<file path="config.mk">
export PLATFORM = sky130hd
export DESIGN_NAME = ctr_route_matrix
export DESIGN_NICKNAME = d
export VERILOG_FILES = /design/src/rtl/ctr_route_pkg.sv /design/src/rtl/ctr_route_tickgen.sv /design/src/rtl/ctr_route_regs.sv /design/src/rtl/ctr_route_chan.sv /design/src/rtl/ctr_route_matrix.sv
export SDC_FILE = /design/constraint.sdc
export NUM_CORES = 1
export LEC_CHECK = 0
export ABC_AREA = 1
export BUFFER_PORTS_ARGS = -buffer_cell sky130_fd_sc_hd__clkbuf_2
export CAP_MARGIN = 20
export CORE_MARGIN = 5
export CORE_UTILIZATION = 55
export DETAILED_ROUTE_END_ITERATION = 7
export PLACE_DENSITY = 0.75
export SLEW_MARGIN = 10
export SYNTH_ARGS = -nofsm -noshare
export SYNTH_HDL_FRONTEND = slang
export SYNTH_HIERARCHICAL = 1
export SYNTH_SLANG_ARGS = --single-unit
</file>
<file path="constraint.sdc">
create_clock -name clk -period 2.1 [get_ports clk]
set_input_delay 0.42 -clock clk [delete_from_list [all_inputs] [get_ports clk]]
set_output_delay 0.42 -clock clk [all_outputs]
set_load 0.05 [all_outputs]
</file>
<file path="src/rtl/ctr_route_pkg.sv">
package ctr_route_pkg;
   // Source codes are 5 bits wide; their values are behaviour, not layout.
   localparam int CODE_W = 5;

   // clock-select codes
   localparam logic [CODE_W-1:0] CK_PIN   = 5'd0;
   localparam logic [CODE_W-1:0] CK_R0    = 5'd1;
   localparam logic [CODE_W-1:0] CK_R1    = 5'd2;
   localparam logic [CODE_W-1:0] CK_R2    = 5'd3;
   localparam logic [CODE_W-1:0] CK_R3    = 5'd4;
   localparam logic [CODE_W-1:0] CK_R4    = 5'd5;
   localparam logic [CODE_W-1:0] CK_PREV  = 5'd6;
   localparam logic [CODE_W-1:0] CK_EXT   = 5'd7;
   localparam logic [CODE_W-1:0] CK_HIGH  = 5'd8;
   localparam logic [CODE_W-1:0] CK_LOW   = 5'd9;
   localparam logic [CODE_W-1:0] CK_PAT   = 5'd10;
   localparam logic [CODE_W-1:0] CK_SYS   = 5'd11;

   // gate-select codes
   localparam logic [CODE_W-1:0] GT_ON    = 5'd0;
   localparam logic [CODE_W-1:0] GT_OFF   = 5'd1;
   localparam logic [CODE_W-1:0] GT_PIN   = 5'd2;
   localparam logic [CODE_W-1:0] GT_NB2N  = 5'd3;
   localparam logic [CODE_W-1:0] GT_PINN  = 5'd6;
   localparam logic [CODE_W-1:0] GT_NB2   = 5'd7;
   localparam logic [CODE_W-1:0] GT_PP    = 5'd8;
   localparam logic [CODE_W-1:0] GT_PO    = 5'd9;
   localparam logic [CODE_W-1:0] GT_PG    = 5'd10;
   localparam logic [CODE_W-1:0] GT_PPN   = 5'd11;
   localparam logic [CODE_W-1:0] GT_PON   = 5'd12;
   localparam logic [CODE_W-1:0] GT_PGN   = 5'd13;

   // number of divided internal rates
   localparam int NUM_RATES = 5;
endpackage

</file>
<file path="src/rtl/ctr_route_tickgen.sv">
module ctr_route_tickgen
   import ctr_route_pkg::*;
#(
   parameter int FIRST_DIV = 2,
   parameter int DEC_DIV   = 10
) (
   input  logic                 clk,
   input  logic                 rst_n,
   output logic [NUM_RATES-1:0] rate_tick
);
   localparam int MAX_DIV = (FIRST_DIV > DEC_DIV) ? FIRST_DIV : DEC_DIV;
   localparam int CW      = $clog2(MAX_DIV) + 1;

   if (FIRST_DIV < 2) begin : g_bad_first
      $error("ctr_route_tickgen: FIRST_DIV must be at least 2");
   end
   if (DEC_DIV < 2) begin : g_bad_dec
      $error("ctr_route_tickgen: DEC_DIV must be at least 2");
   end

   // Cascade: stage 0 divides the system clock, later stages divide the
   // previous stage's pulses.
   for (genvar k = 0; k < NUM_RATES; k++) begin : g_stage
      localparam int DIV_K = (k == 0) ? FIRST_DIV : DEC_DIV;
      logic          stage_in;
      logic [CW-1:0] cnt;

      if (k == 0) begin : g_head
         assign stage_in = 1'b1;
      end else begin : g_tail
         assign stage_in = rate_tick[k-1];
      end

      always_ff @(posedge clk) begin
         if (!rst_n)
            cnt <= '0;
         else if (stage_in)
            cnt <= (cnt == CW'(DIV_K - 1)) ? '0 : cnt + 1'b1;
      end

      assign rate_tick[k] = stage_in && (cnt == CW'(DIV_K - 1));
   end
endmodule

</file>
<file path="src/rtl/ctr_route_regs.sv">
module ctr_route_regs
   import ctr_route_pkg::*;
#(
   parameter int NCH    = 6,
   parameter int ADDR_W = 4
) (
   input  logic                        clk,
   input  logic                        rst_n,
   input  logic                        wr,
   input  logic [ADDR_W-1:0]           addr,
   input  logic [CODE_W-1:0]           wdata,
   output logic [CODE_W-1:0]           rdata,
   output logic [NCH-1:0][CODE_W-1:0]  clk_code,
   output logic [NCH-1:0][CODE_W-1:0]  gate_code
);
   localparam int IDX_W = ADDR_W - 1;

   if ((1 << IDX_W) < NCH) begin : g_bad_addr
      $error("ctr_route_regs: ADDR_W too narrow for NCH");
   end

   logic [IDX_W-1:0] idx;
   logic             is_gate;
   assign idx     = addr[ADDR_W-1:1];
   assign is_gate = addr[0];

   for (genvar i = 0; i < NCH; i++) begin : g_reg
      logic hit;
      assign hit = wr && (idx == IDX_W'(i));
      always_ff @(posedge clk) begin
         if (!rst_n) begin
            clk_code[i]  <= '0;
            gate_code[i] <= '0;
         end else if (hit) begin
            if (is_gate) gate_code[i] <= wdata;
            else         clk_code[i]  <= wdata;
         end
      end
   end

   always_comb begin
      rdata = '0;
      for (int i = 0; i < NCH; i++) begin
         if (idx == IDX_W'(i))
            rdata = is_gate ? gate_code[i] : clk_code[i];
      end
   end
endmodule

</file>
<file path="src/rtl/ctr_route_chan.sv">
module ctr_route_chan
   import ctr_route_pkg::*;
(
   input  logic                 ext_mode,
   input  logic [CODE_W-1:0]    clk_code,
   input  logic [CODE_W-1:0]    gate_code,
   input  logic                 pin_rise,
   input  logic                 ext_rise,
   input  logic                 prev_rise,
   input  logic                 pat_rise,
   input  logic [NUM_RATES-1:0] rate_tick,
   input  logic                 gate_pin,
   input  logic                 nb2_out,
   input  logic                 pat_present,
   input  logic                 pat_occurred,
   input  logic                 pat_gone,
   output logic                 clk_tick,
   output logic                 gate_lvl,
   output logic                 clk_oe,
   output logic                 gate_oe
);
   always_comb begin
      unique case (clk_code)
         CK_PIN:  clk_tick = pin_rise;
         CK_R0:   clk_tick = rate_tick[0];
         CK_R1:   clk_tick = rate_tick[1];
         CK_R2:   clk_tick = rate_tick[2];
         CK_R3:   clk_tick = rate_tick[3];
         CK_R4:   clk_tick = rate_tick[4];
         CK_PREV: clk_tick = prev_rise;
         CK_EXT:  clk_tick = ext_rise;
         CK_PAT:  clk_tick = ext_mode && pat_rise;
         CK_SYS:  clk_tick = ext_mode;
         // fixed levels have no edge; unlisted codes are held low
         default: clk_tick = 1'b0;
      endcase
   end

   always_comb begin
      unique case (gate_code)
         GT_ON:   gate_lvl = 1'b1;
         GT_OFF:  gate_lvl = 1'b0;
         GT_PIN:  gate_lvl = gate_pin;
         GT_NB2N: gate_lvl = !nb2_out;
         GT_PINN: gate_lvl = ext_mode && !gate_pin;
         GT_NB2:  gate_lvl = ext_mode && nb2_out;
         GT_PP:   gate_lvl = ext_mode && pat_present;
         GT_PO:   gate_lvl = ext_mode && pat_occurred;
         GT_PG:   gate_lvl = ext_mode && pat_gone;
         GT_PPN:  gate_lvl = ext_mode && !pat_present;
         GT_PON:  gate_lvl = ext_mode && !pat_occurred;
         GT_PGN:  gate_lvl = ext_mode && !pat_gone;
         default: gate_lvl = 1'b0;
      endcase
   end

   assign clk_oe  = (clk_code != CK_PIN);
   assign gate_oe = (gate_code != GT_PIN);
endmodule

</file>
<file path="src/rtl/ctr_route_matrix.sv">
module ctr_route_matrix
   import ctr_route_pkg::*;
#(
   parameter int NUM_GRP    = 2,
   parameter int CH_PER_GRP = 3,
   parameter int FIRST_DIV  = 2,
   parameter int DEC_DIV    = 10,
   localparam int NCH       = NUM_GRP * CH_PER_GRP,
   localparam int ADDR_W    = $clog2(NCH) + 1
) (
   input  logic               clk,
   input  logic               rst_n,
   input  logic               ext_mode,
   input  logic               reg_wr,
   input  logic [ADDR_W-1:0]  reg_addr,
   input  logic [CODE_W-1:0]  reg_wdata,
   output logic [CODE_W-1:0]  reg_rdata,
   input  logic [NCH-1:0]     clk_pin_in,
   input  logic [NCH-1:0]     gate_pin_in,
   input  logic [NUM_GRP-1:0] grp_ext_clk,
   input  logic [NCH-1:0]     ctr_out,
   input  logic               pat_present,
   input  logic               pat_occurred,
   input  logic               pat_gone,
   output logic [NCH-1:0]     clk_tick,
   output logic [NCH-1:0]     gate_lvl,
   output logic [NCH-1:0]     clk_pin_oe,
   output logic [NCH-1:0]     gate_pin_oe
);
   if (CH_PER_GRP != 3) begin : g_bad_grp
      $error("ctr_route_matrix: neighbour links need three channels per group");
   end
   if (NUM_GRP < 1) begin : g_bad_num
      $error("ctr_route_matrix: NUM_GRP must be at least 1");
   end

   logic [NCH-1:0][CODE_W-1:0] clk_code;
   logic [NCH-1:0][CODE_W-1:0] gate_code;
   logic [NUM_RATES-1:0]       rate_tick;

   ctr_route_regs #(.NCH(NCH), .ADDR_W(ADDR_W)) u_regs (
      .clk       (clk),
      .rst_n     (rst_n),
      .wr        (reg_wr),
      .addr      (reg_addr),
      .wdata     (reg_wdata),
      .rdata     (reg_rdata),
      .clk_code  (clk_code),
      .gate_code (gate_code)
   );

   ctr_route_tickgen #(.FIRST_DIV(FIRST_DIV), .DEC_DIV(DEC_DIV)) u_tick (
      .clk       (clk),
      .rst_n     (rst_n),
      .rate_tick (rate_tick)
   );

   // rising-edge detection of every level source that can clock a channel
   logic [NCH-1:0]     pin_q, co_q;
   logic [NUM_GRP-1:0] ext_q;
   logic               pat_q;

   always_ff @(posedge clk) begin
      if (!rst_n) begin
         pin_q <= '0;
         co_q  <= '0;
         ext_q <= '0;
         pat_q <= 1'b0;
      end else begin
         pin_q <= clk_pin_in;
         co_q  <= ctr_out;
         ext_q <= grp_ext_clk;
         pat_q <= pat_present;
      end
   end

   logic [NCH-1:0]     pin_rise, co_rise;
   logic [NUM_GRP-1:0] ext_rise;
   assign pin_rise = clk_pin_in & ~pin_q;
   assign co_rise  = ctr_out & ~co_q;
   assign ext_rise = grp_ext_clk & ~ext_q;

   // With three channels per group the ring collapses to flat indices:
   // clock neighbour is i-1, gate second neighbour is i-2 (modulo NCH).
   for (genvar i = 0; i < NCH; i++) begin : g_ch
      localparam int PREV = (i + NCH - 1) % NCH;
      localparam int NB2  = (i + NCH - 2) % NCH;
      localparam int GRP  = i / CH_PER_GRP;

      ctr_route_chan u_chan (
         .ext_mode     (ext_mode),
         .clk_code     (clk_code[i]),
         .gate_code    (gate_code[i]),
         .pin_rise     (pin_rise[i]),
         .ext_rise     (ext_rise[GRP]),
         .prev_rise    (co_rise[PREV]),
         .pat_rise     (pat_present && !pat_q),
         .rate_tick    (rate_tick),
         .gate_pin     (gate_pin_in[i]),
         .nb2_out      (ctr_out[NB2]),
         .pat_present  (pat_present),
         .pat_occurred (pat_occurred),
         .pat_gone     (pat_gone),
         .clk_tick     (clk_tick[i]),
         .gate_lvl     (gate_lvl[i]),
         .clk_oe       (clk_pin_oe[i]),
         .gate_oe      (gate_pin_oe[i])
      );
   end
endmodule

</file>
# == Word level (Yosys, flattened, before mapping) ==
# Index checks and enable logic that the tools add are counted.
# totals
wordCells,270
register_bits,100
input_bits,36
# classes
add_sub_neg,5
n_mux,28
bitwise_logic,8
n_eq_ne,130
n_reduce_logical,78
# ops
op,n
$eq 5x4->1 const B,52
$eq 5x3->1 const B,36
$eq 5x2->1 const B,24
$mux 5,16
$pmux 1 s11,6
$logic_not 5->1,12
$pmux 1 s10,6
$eq 5x1->1 const B,7
$logic_and 1x1->1,30
$ne 5x2->1 const B,6
$reduce_bool 5->1,6
$add 5x1->5 const B,5
$reduce_and 2->1,12
$logic_not 1->1,16
$and 6x6->6,2
$not 6->6,2
$eq 3x2->1 const B,2
$eq 3x3->1 const B,2
$eq 3x1->1 const B,1
$logic_not 3->1,1
$and 2x2->2,1
$not 1->1,2
$not 2->2,1
$reduce_or 2->1,1

# == Longest topological paths before layout ==
# Gate-level depths: netlist (run 1).
# logic_depth
word_depth,7
mapped_depth,15
depth_no_buf,14

# == By module ==
# The synthesis (run 1) kept the hierarchy.
# by_module_without_submodules
mod,instances,area_each_um2,cells_each
ctr_route_regs,1,2970.3,442
ctr_route_chan,6,329.1,72
ctr_route_tickgen,1,1408.9,184
ctr_route_matrix,1,536.8,76

# == Worst setup path after synthesis (run 1) ==
# OpenSTA, ideal clock, no wires.
# synth_path
path_type,register to output
start,register u_tick.g_stage[0].cnt[0]
end,output port clk_tick[5]
arrival_time_ns,1.867
stages_incl_launch_ff,15
required_time_ns,1.680
path_slack_ns,-0.187
path_buffers,1
path_cell_list,dfxtp_1 > ha_1 > inv_1 > nor2_4 > nand2_4 > nor2_8 > nand2_4 > inv_2 > buf_4 > inv_1 > a21oi_1 > o21ai_0 > nand3_1 > nand2_1 > nand4_1
# synth_via
elab_chain_cells,6
# synth_lines
item,line,rtl
"start, declared",ctr_route_tickgen.sv:26,logic [CW-1:0] cnt;
"start signal, assigned",ctr_route_tickgen.sv:38,cnt <= (cnt == CW'(DIV_K - 1)) ? '0 : cnt + 1'b1;
$eq 5x1->1 *,ctr_route_tickgen.sv:41,assign rate_tick[k] = stage_in && (cnt == CW'(DIV_K - 1));
$logic_and 1x1->1 *,ctr_route_tickgen.sv:41,
named net u_tick.g_stage[2].stage_in,ctr_route_tickgen.sv:25,logic stage_in;
$logic_and 1x1->1 *,ctr_route_tickgen.sv:41,
named net u_tick.g_stage[3].stage_in,ctr_route_tickgen.sv:25,
$logic_and 1x1->1 (2 in a row),ctr_route_tickgen.sv:41,
$pmux 1 s10 *,ctr_route_chan.sv:23,unique case (clk_code)
"end, declared",ctr_route_matrix.sv:25,"output logic [NCH-1:0] clk_tick,"
# Mark *: on every way through the listed nets, which the timed path passes. The rest lies on a longest branch.

# == Worst setup path in the final report (run 1) ==
# layout_path
start,register u_tick.g_stage[0].cnt[1]
end,output port clk_tick[3]
# layout_via
elab_chain_cells,6
# layout_lines
item,line,rtl
$eq 5x1->1 *,ctr_route_tickgen.sv:41,
$logic_and 1x1->1 *,ctr_route_tickgen.sv:41,
named net rate_tick[1],ctr_route_matrix.sv:39,logic [NUM_RATES-1:0] rate_tick;
$logic_and 1x1->1 *,ctr_route_tickgen.sv:41,
named net rate_tick[2],ctr_route_matrix.sv:39,
$logic_and 1x1->1 (2 in a row),ctr_route_tickgen.sv:41,
$pmux 1 s10 *,ctr_route_chan.sv:23,
# Marked as above.

==> qor.yml, run 1 <==
clockBufferDepth: 2
finalSetupTns_ns: -2.22
h-tree-depth: 3
drt_iter0_markers: 583
cap_violations: 0
area_delta_synth_final_pct: 19.3
vias: 7339
final_cell_mix: "318 x nand2_1, 155 x nor2_1, 150 x inv_1"
portBuffers: 64
power_density_mw_per_mm2: 537
worstMarginPinSlew_ns: 0.531
mostFrequentLayoutCell: "nand2_1"
ant_nets: 0
grt_use_met1_pct: 35.2
whs_endpoint: "pin_q[0]"
wl_per_cell_um: 13.9
nFillCells: 1165
path_class: "flip-flop to primary output"
die_h_um: 122
coreArea_sq_mm: 0.0122
drc: 0
yosysUniqueCellTypes: 35
setup_viol: 6
drt-total-wl_mm: 19.5
synth_top_area_cell: "dfxtp_1"
pwr-share-seq_pct: 45.5
p_leak_nw: 3.98
drtPass1Iterations: 5
yosys.area_share.adder_pct: 1.82
failed_checks: "setup timing"
sw_frac_of_total_pct: 28.9
cp_max_fo: 7
clk_latency_ns: 0.35
initial_core_util_pct: 56.7
grt_pass1_wl_mm: 31.1
hold_slack_ns: 0.260
report.final.slew_viol_count: 0
final.setup_skew_ns: 0.00949
synthSimpleGateAreaFrac_pct: 46.4
yosysWarnings: 6
gr-total-overflow: 0
required_ns: 1.68
synth_top_family_by_area: "simple AND/OR/NAND/NOR gates"
io_pins: 65
clk_pin_slew_worst_paths_ns: 0.07
grt_max_degree: 61
placed_cells: 1377
netlist_area_sq_mm: 0.00689
cp.arrival_ns: 2.09
min_path_cells: 3
diodes: 0
p_int_mw: 3.14
die_area_sq_mm: 0.0149
rrSetupSlack_ns: 0.51
syn_inst: 1134
hpwl_mm: 14.0
critical_path.endpoint_type: "primary output"
setup_ws_ns: -0.408
hold_path.class: "input port to flip-flop"
p_clk_share_pct: 36.2
power_mw: 4.42
routabilityCongestion: 0.950
peakVddDrop_v: 0.000517
cts_buffers: 9
synthMuxAreaShare_pct: 0
grt_pass1_vias: 6480
r2r_cells: 11
nets: 1272
ys_seq_area_share_pct: 29.1
fin_cells: 1397
die_x_um: 122
met3_usage_pct: 4.60
post-route-period-util_pct: 119
synth_compound_area_share_pct: 9.57
startpoint: "u_tick/g_stage[0].cnt[1]"
hold_viol_final: 0
syn_area_per_cell_sq_um: 6.08
placementRows: 40
globalRoute.busiestLayer: "met2"
synthXorXnorAreaFrac_pct: 1.27
fmax_ghz: 0.399
syn_nets: 1180
synthTopCellsByArea: "dfxtp_1 29%, nand2_1 17%, nor2_1 9.4%"
start_kind: "flip-flop"
drive_above_1_share_pct: 22.9
synth_top_area_share_pct: 29.1
track_usage_pct: 26.2
clockRootBuffer: "clkbuf_16"
grt_util_met2_pct: 42.4
ys_seq_elements: 100
cts_sinks: 100
cts_tree: "built"
status: "finished, violations left"
hold_start: "clk_pin_in[0]"
pwr-share-comb_pct: 18.3
antenna_found_initial: 0
via_per_inst: 5.25
rr_startpoint: "u_tick/g_stage[0].cnt[1]"
timing.rr.end: "u_tick/g_stage[1].cnt[2]"
maxSlewHeadroom_pct: 64.4
power.switching_mw: 1.28
grt_setup_unrepaired: "yes"
min_period_ns: 2.51
worst max-delay path, stage by stage (launching register included):
cell and delay, ns:
dfxtp_2 0.32, inv_2 0.06, ha_4 0.12, inv_2 0.04, nor2_4 0.10, nand2_4 0.08
nor2_8 0.12, nand2_4 0.08, inv_6 0.10, inv_1 0.04, a21oi_1 0.11, o21ai_1 0.08
nand3_1 0.09, nand2_1 0.06, nand4_1 0.16, buf_12 0.17
what timing repair did:
action | 4_1_cts | 5_1_grt
hold buffers | 0 | 0
gates resized for setup | 43 | 61
pin swaps | 12 | 4
buffers inserted | 4 | 2
gates cloned | 0 | 0
endpoints found under the setup margin | 12 | 17
worst max path at each step:
| stage | end | slack [ns] | depth (start not counted) |
|---|---|---|---|
| 2_1_floorplan | clk_tick[5] | -0.18 | 15 |
| 3_3_place_gp | clk_tick[0] | -0.04 | 15 |
| 3_5_place_dp | clk_tick[0] | -0.07 | 15 |
| 4_1_cts | clk_tick[3] | -0.39 | 13 |
| 5_1_grt | clk_tick[5] | -0.52 | 11 |
| 6_report | clk_tick[3] | -0.41 | 15 |
through the flow:
| stage | setup slack [ns] | instance area [sq um] | util, % |
|---|---|---|---|
| after floorplan | -0.184 | 6900 | - |
| after global routing | -0.525 | 8220 | 67.6 |
| after detailed placement | -0.0728 | 7690 | 63.2 |
| after global placement | -0.0362 | 7690 | 63.2 |
| after CTS | -0.394 | 8100 | 66.6 |
| final | -0.408 | 8220 | 67.6 |
sequential cells by signal, summed over array words and instances, names as in the netlist:
register and flops:
pat_q 1, u_tick/g_stage.cnt 25, u_regs/gate_code 30, pin_q 6, co_q 6, ext_q 2, u_regs/clk_code 30
cells in the mapped netlist:
library cell  count
a21boi_0         10
or2_2            12
ha_1             10
a21oi_1          30
nor2_1          173
xnor2_1           5
buf_1             2
clkbuf_8          1
nor2_2           10
nand2_4           3
nor2_4            3
a31o_2            1
nand3_2          10
clkbuf_1         11
o211ai_1         18
o21a_1            1
xor2_1            5
nor3_4            9
nand3_1          71
nand2_2          20
clkinv_2          6
dfxtp_1         100
buf_2             6
nand4_1          43
clkbuf_2          1
nand3_4           1
nor3_1           21
nor2_8            1
o21ai_0          49
inv_1           158
nand2_1         321
inv_2            10
buf_6             2
a21boi_1          5
buf_4             5
power groups by stage:
stage	sequential (mW)	clock [mW]	combinational, mW
6_report	2.01	1.60	0.810
2_1_floorplan	2.03	0	0.484
3_5_place_dp	2.04	0	0.766
4_1_cts	2.00	1.63	0.790
5_1_grt	2.02	1.70	0.879
3_3_place_gp	2.04	0	0.758
layer usage:
metal  part of all wire, %  vias up
met5                     0        -
met3                   6.6       36
met1                    45     3279
met2                    46      262
li1                      -     3762
met4                   2.4        0
final cells by class:
cell class                 count  area (sq um)  share of cell area [%]
clock buffer                  11           233                    2.83
clock inverter                 3          40.0                   0.487
inverter                     174           668                    8.13
multi-input combinational    832          4200                    51.0
sequential                   100          2050                    24.9
tap                          168           210                    2.56
timing repair buffer         109           830                    10.1
cell families after synthesis:
group / Yosys count
compound gates: 114
simple gates: 698
buf+inv: 202
xor+xnor: 10
flops: 100
fa+ha+maj: 10
Power figures use the tool's default switching activity.
==> inputs of run 2 (changes only) <==
--- a/config.mk
+++ b/config.mk
@@ -10,8 +10,10 @@
 export CAP_MARGIN = 20
 export CORE_MARGIN = 5
 export CORE_UTILIZATION = 55
+export CTS_BUF_LIST = sky130_fd_sc_hd__clkbuf_4 sky130_fd_sc_hd__clkbuf_8
 export DETAILED_ROUTE_END_ITERATION = 7
 export PLACE_DENSITY = 0.75
+export SKIP_LAST_GASP = 1
 export SLEW_MARGIN = 10
 export SYNTH_ARGS = -nofsm -noshare
 export SYNTH_HDL_FRONTEND = slang
==> run 2 against run 1 <==
  * The flow still finishes with violations (setup timing)
  * Highest routed layer unchanged
  * Flip-flop and latch count unchanged
  * Clock power decreased by 24%
  * Largest cell class unchanged
  * Sequential power about the same
==> qor.yml, run 2 (synthesis gave the netlist of run 1 again) <==
hold_start: "clk_pin_in[0]"
final_cell_mix: "316 x nand2_1, 154 x nor2_1, 148 x inv_1"
crit_slowest_cell: "dfxtp_2"
place_worst_setup_slack_ns: -0.0728
seq_area_sq_mm: 0.00207
drtPass1Iterations: 7
cpMostUsedCell: "nand2_1"
path_class: "flip-flop to primary output"
drt_iter0_markers: 565
utilization_pct: 67.2
timing.rr.end: "u_tick/g_stage[1].cnt[2]"
cp_top_family: "simple AND/OR/NAND/NOR gates"
nFillCells: 1181
critPathMaxStageDelay_ns: 0.33
peakVddDrop_v: 0.000630
crit_buf_inv: 3
mostFrequentLayoutCell: "nand2_1"
fmax_ghz: 0.389
p_leak_nw: 3.96
drc: 0
cap_violations: 0
cts_sinks: 100
status: "finished, violations left"
initial_core_util_pct: 56.7
coreArea_sq_mm: 0.0122
clockRootBuffer: "clkbuf_8"
die_h_um: 122
setup_ws_ns: -0.474
maxSlewHeadroom_pct: 63.7
gr-total-overflow: 0
hold_viol_final: 0
clockBufferDepth: 2
setup_viol: 6
placementRows: 40
routabilityCongestion: 0.950
min_path_cells: 3
cp.arrival_ns: 2.15
die_area_sq_mm: 0.0149
hold_path.class: "input port to flip-flop"
portBuffers: 64
grt_max_degree: 61
path_cells: "inv_2, ha_4, nand2_4, nor3_4, nand3_4, nor2_4, buf_6, nand3_2, nand2_1, nand2_1, nand4_1, buf_12"
cts_buffers: 9
grt_pass1_wl_mm: 30.7
post-route-period-util_pct: 123
r2r_cells: 11
drt-total-wl_mm: 19.5
multi_input_area_sq_mm: 0.00422
clk_latency_ns: 0.38
nets: 1272
min_period_ns: 2.57
wl_per_cell_um: 13.9
failed_checks: "setup timing"
cp_max_fo: 6
rr_startpoint: "u_tick/g_stage[0].cnt[1]"
hpwl_mm: 14.0
cts_tree: "built"
antenna_found_initial: 0
rrSetupSlack_ns: 0.53
power_density_mw_per_mm2: 491
area_delta_synth_final_pct: 18.6
die_x_um: 122
critical_path.endpoint_type: "primary output"
whs_endpoint: "pin_q[0]"
report.final.slew_viol_count: 0
final.setup_skew_ns: 0.0112
via_per_inst: 5.24
track_usage_pct: 25.9
start_kind: "flip-flop"
grt_pass1_vias: 6452
clk_pin_slew_worst_paths_ns: 0.09
grt_setup_unrepaired: "yes"
worstMarginPinSlew_ns: 0.542
required_ns: 1.68
io_pins: 65
vias: 7325
h-tree-depth: 3
largestRegisters: "u_regs/clk_code (30), u_regs/gate_code (30), u_tick/g_stage.cnt (25)"
ant_nets: 0
drive_above_1_share_pct: 23.8
diodes: 0
hold_buffers: 0
[run 2: changes by cell type in the layout (fill, tap and decap cells not counted), moves of 2 or more]
cell,change
dfxtp_2,-4
inv_1,-2
inv_2,+2
clkbuf_1,-2
dfxtp_4,+8
clkbuf_16,-9
dfxtp_1,-4
clkbuf_8,+9
nor2_2,-2
nand2_1,-2
nor2_4,+3
[run 2: what timing repair did]
item | in CTS | in global routing
pin swaps | 11 | 15
setup buffers | 2 | 4
endpoints found under the setup margin | 14 | 17
resized for setup | 36 | 86
[run 2: per-stage QoR]
step / TNS, ns / cells / area, sq um / hold WS [ns] / total power [mW]
final: -2.64 / 1397 / 8170 / 0.229 / 4.01
after global routing: -3.38 / 1397 / 8170 / 0.252 / 4.18
after CTS: -2.99 / 1393 / 7970 / 0.210 / 4.01
after detailed placement: -0.282 / 1377 / 7690 / 0.493 / 2.81
after global placement: -0.0869 / 1377 / 7690 / 0.489 / 2.79
after floorplan: -1.10 / 1134 / 6900 / 0.410 / 2.51
[run 2: worst max path at each step]
stage | from | end | slack, ns | depth (start not counted)
floorplan | u_tick/g_stage[0].cnt[1] | clk_tick[5] | -0.18 | 15
global placement | u_tick/g_stage[0].cnt[1] | clk_tick[0] | -0.04 | 15
detailed placement | u_tick/g_stage[0].cnt[1] | clk_tick[0] | -0.07 | 15
CTS | u_tick/g_stage[2].cnt[1] | clk_tick[3] | -0.52 | 12
global route | u_tick/g_stage[2].cnt[1] | clk_tick[0] | -0.57 | 12
finish | u_tick/g_stage[2].cnt[1] | clk_tick[0] | -0.47 | 12
[run 2: power by group]
| part | switching [mW] | internal [mW] | total (mW) |
|---|---|---|---|
| clock | 0.653 | 0.562 | 1.22 |
| sequential | 0.0547 | 1.94 | 2.00 |
| combinational | 0.528 | 0.273 | 0.801 |
[run 2: worst reg2reg max path, delay by kind of cell (launching register included)]
kind,cells,cell delay (ns)
flops,1,0.34
buf+inv,5,0.63
fa+ha+maj,1,0.12
simple gates,4,0.28
xor+xnor,1,0.12
[run 2: area by class of cell]
cell class	instances	share of cell area, %
Multi-Input combinational cell	832	51.6
Timing Repair Buffer	109	10.1
Clock inverter	3	0.490
Tap cell	168	2.57
Clock buffer	11	1.70
Sequential cell	100	25.3
Inverter	174	8.17
[run 2: per-layer routing]
layer / routed length (um) / GRT usage (%)
met4: 510 / 9.73
met5: 0 / 0
met3: 1510 / 3.85
met1: 8610 / 34.7
met2: 8820 / 42.2
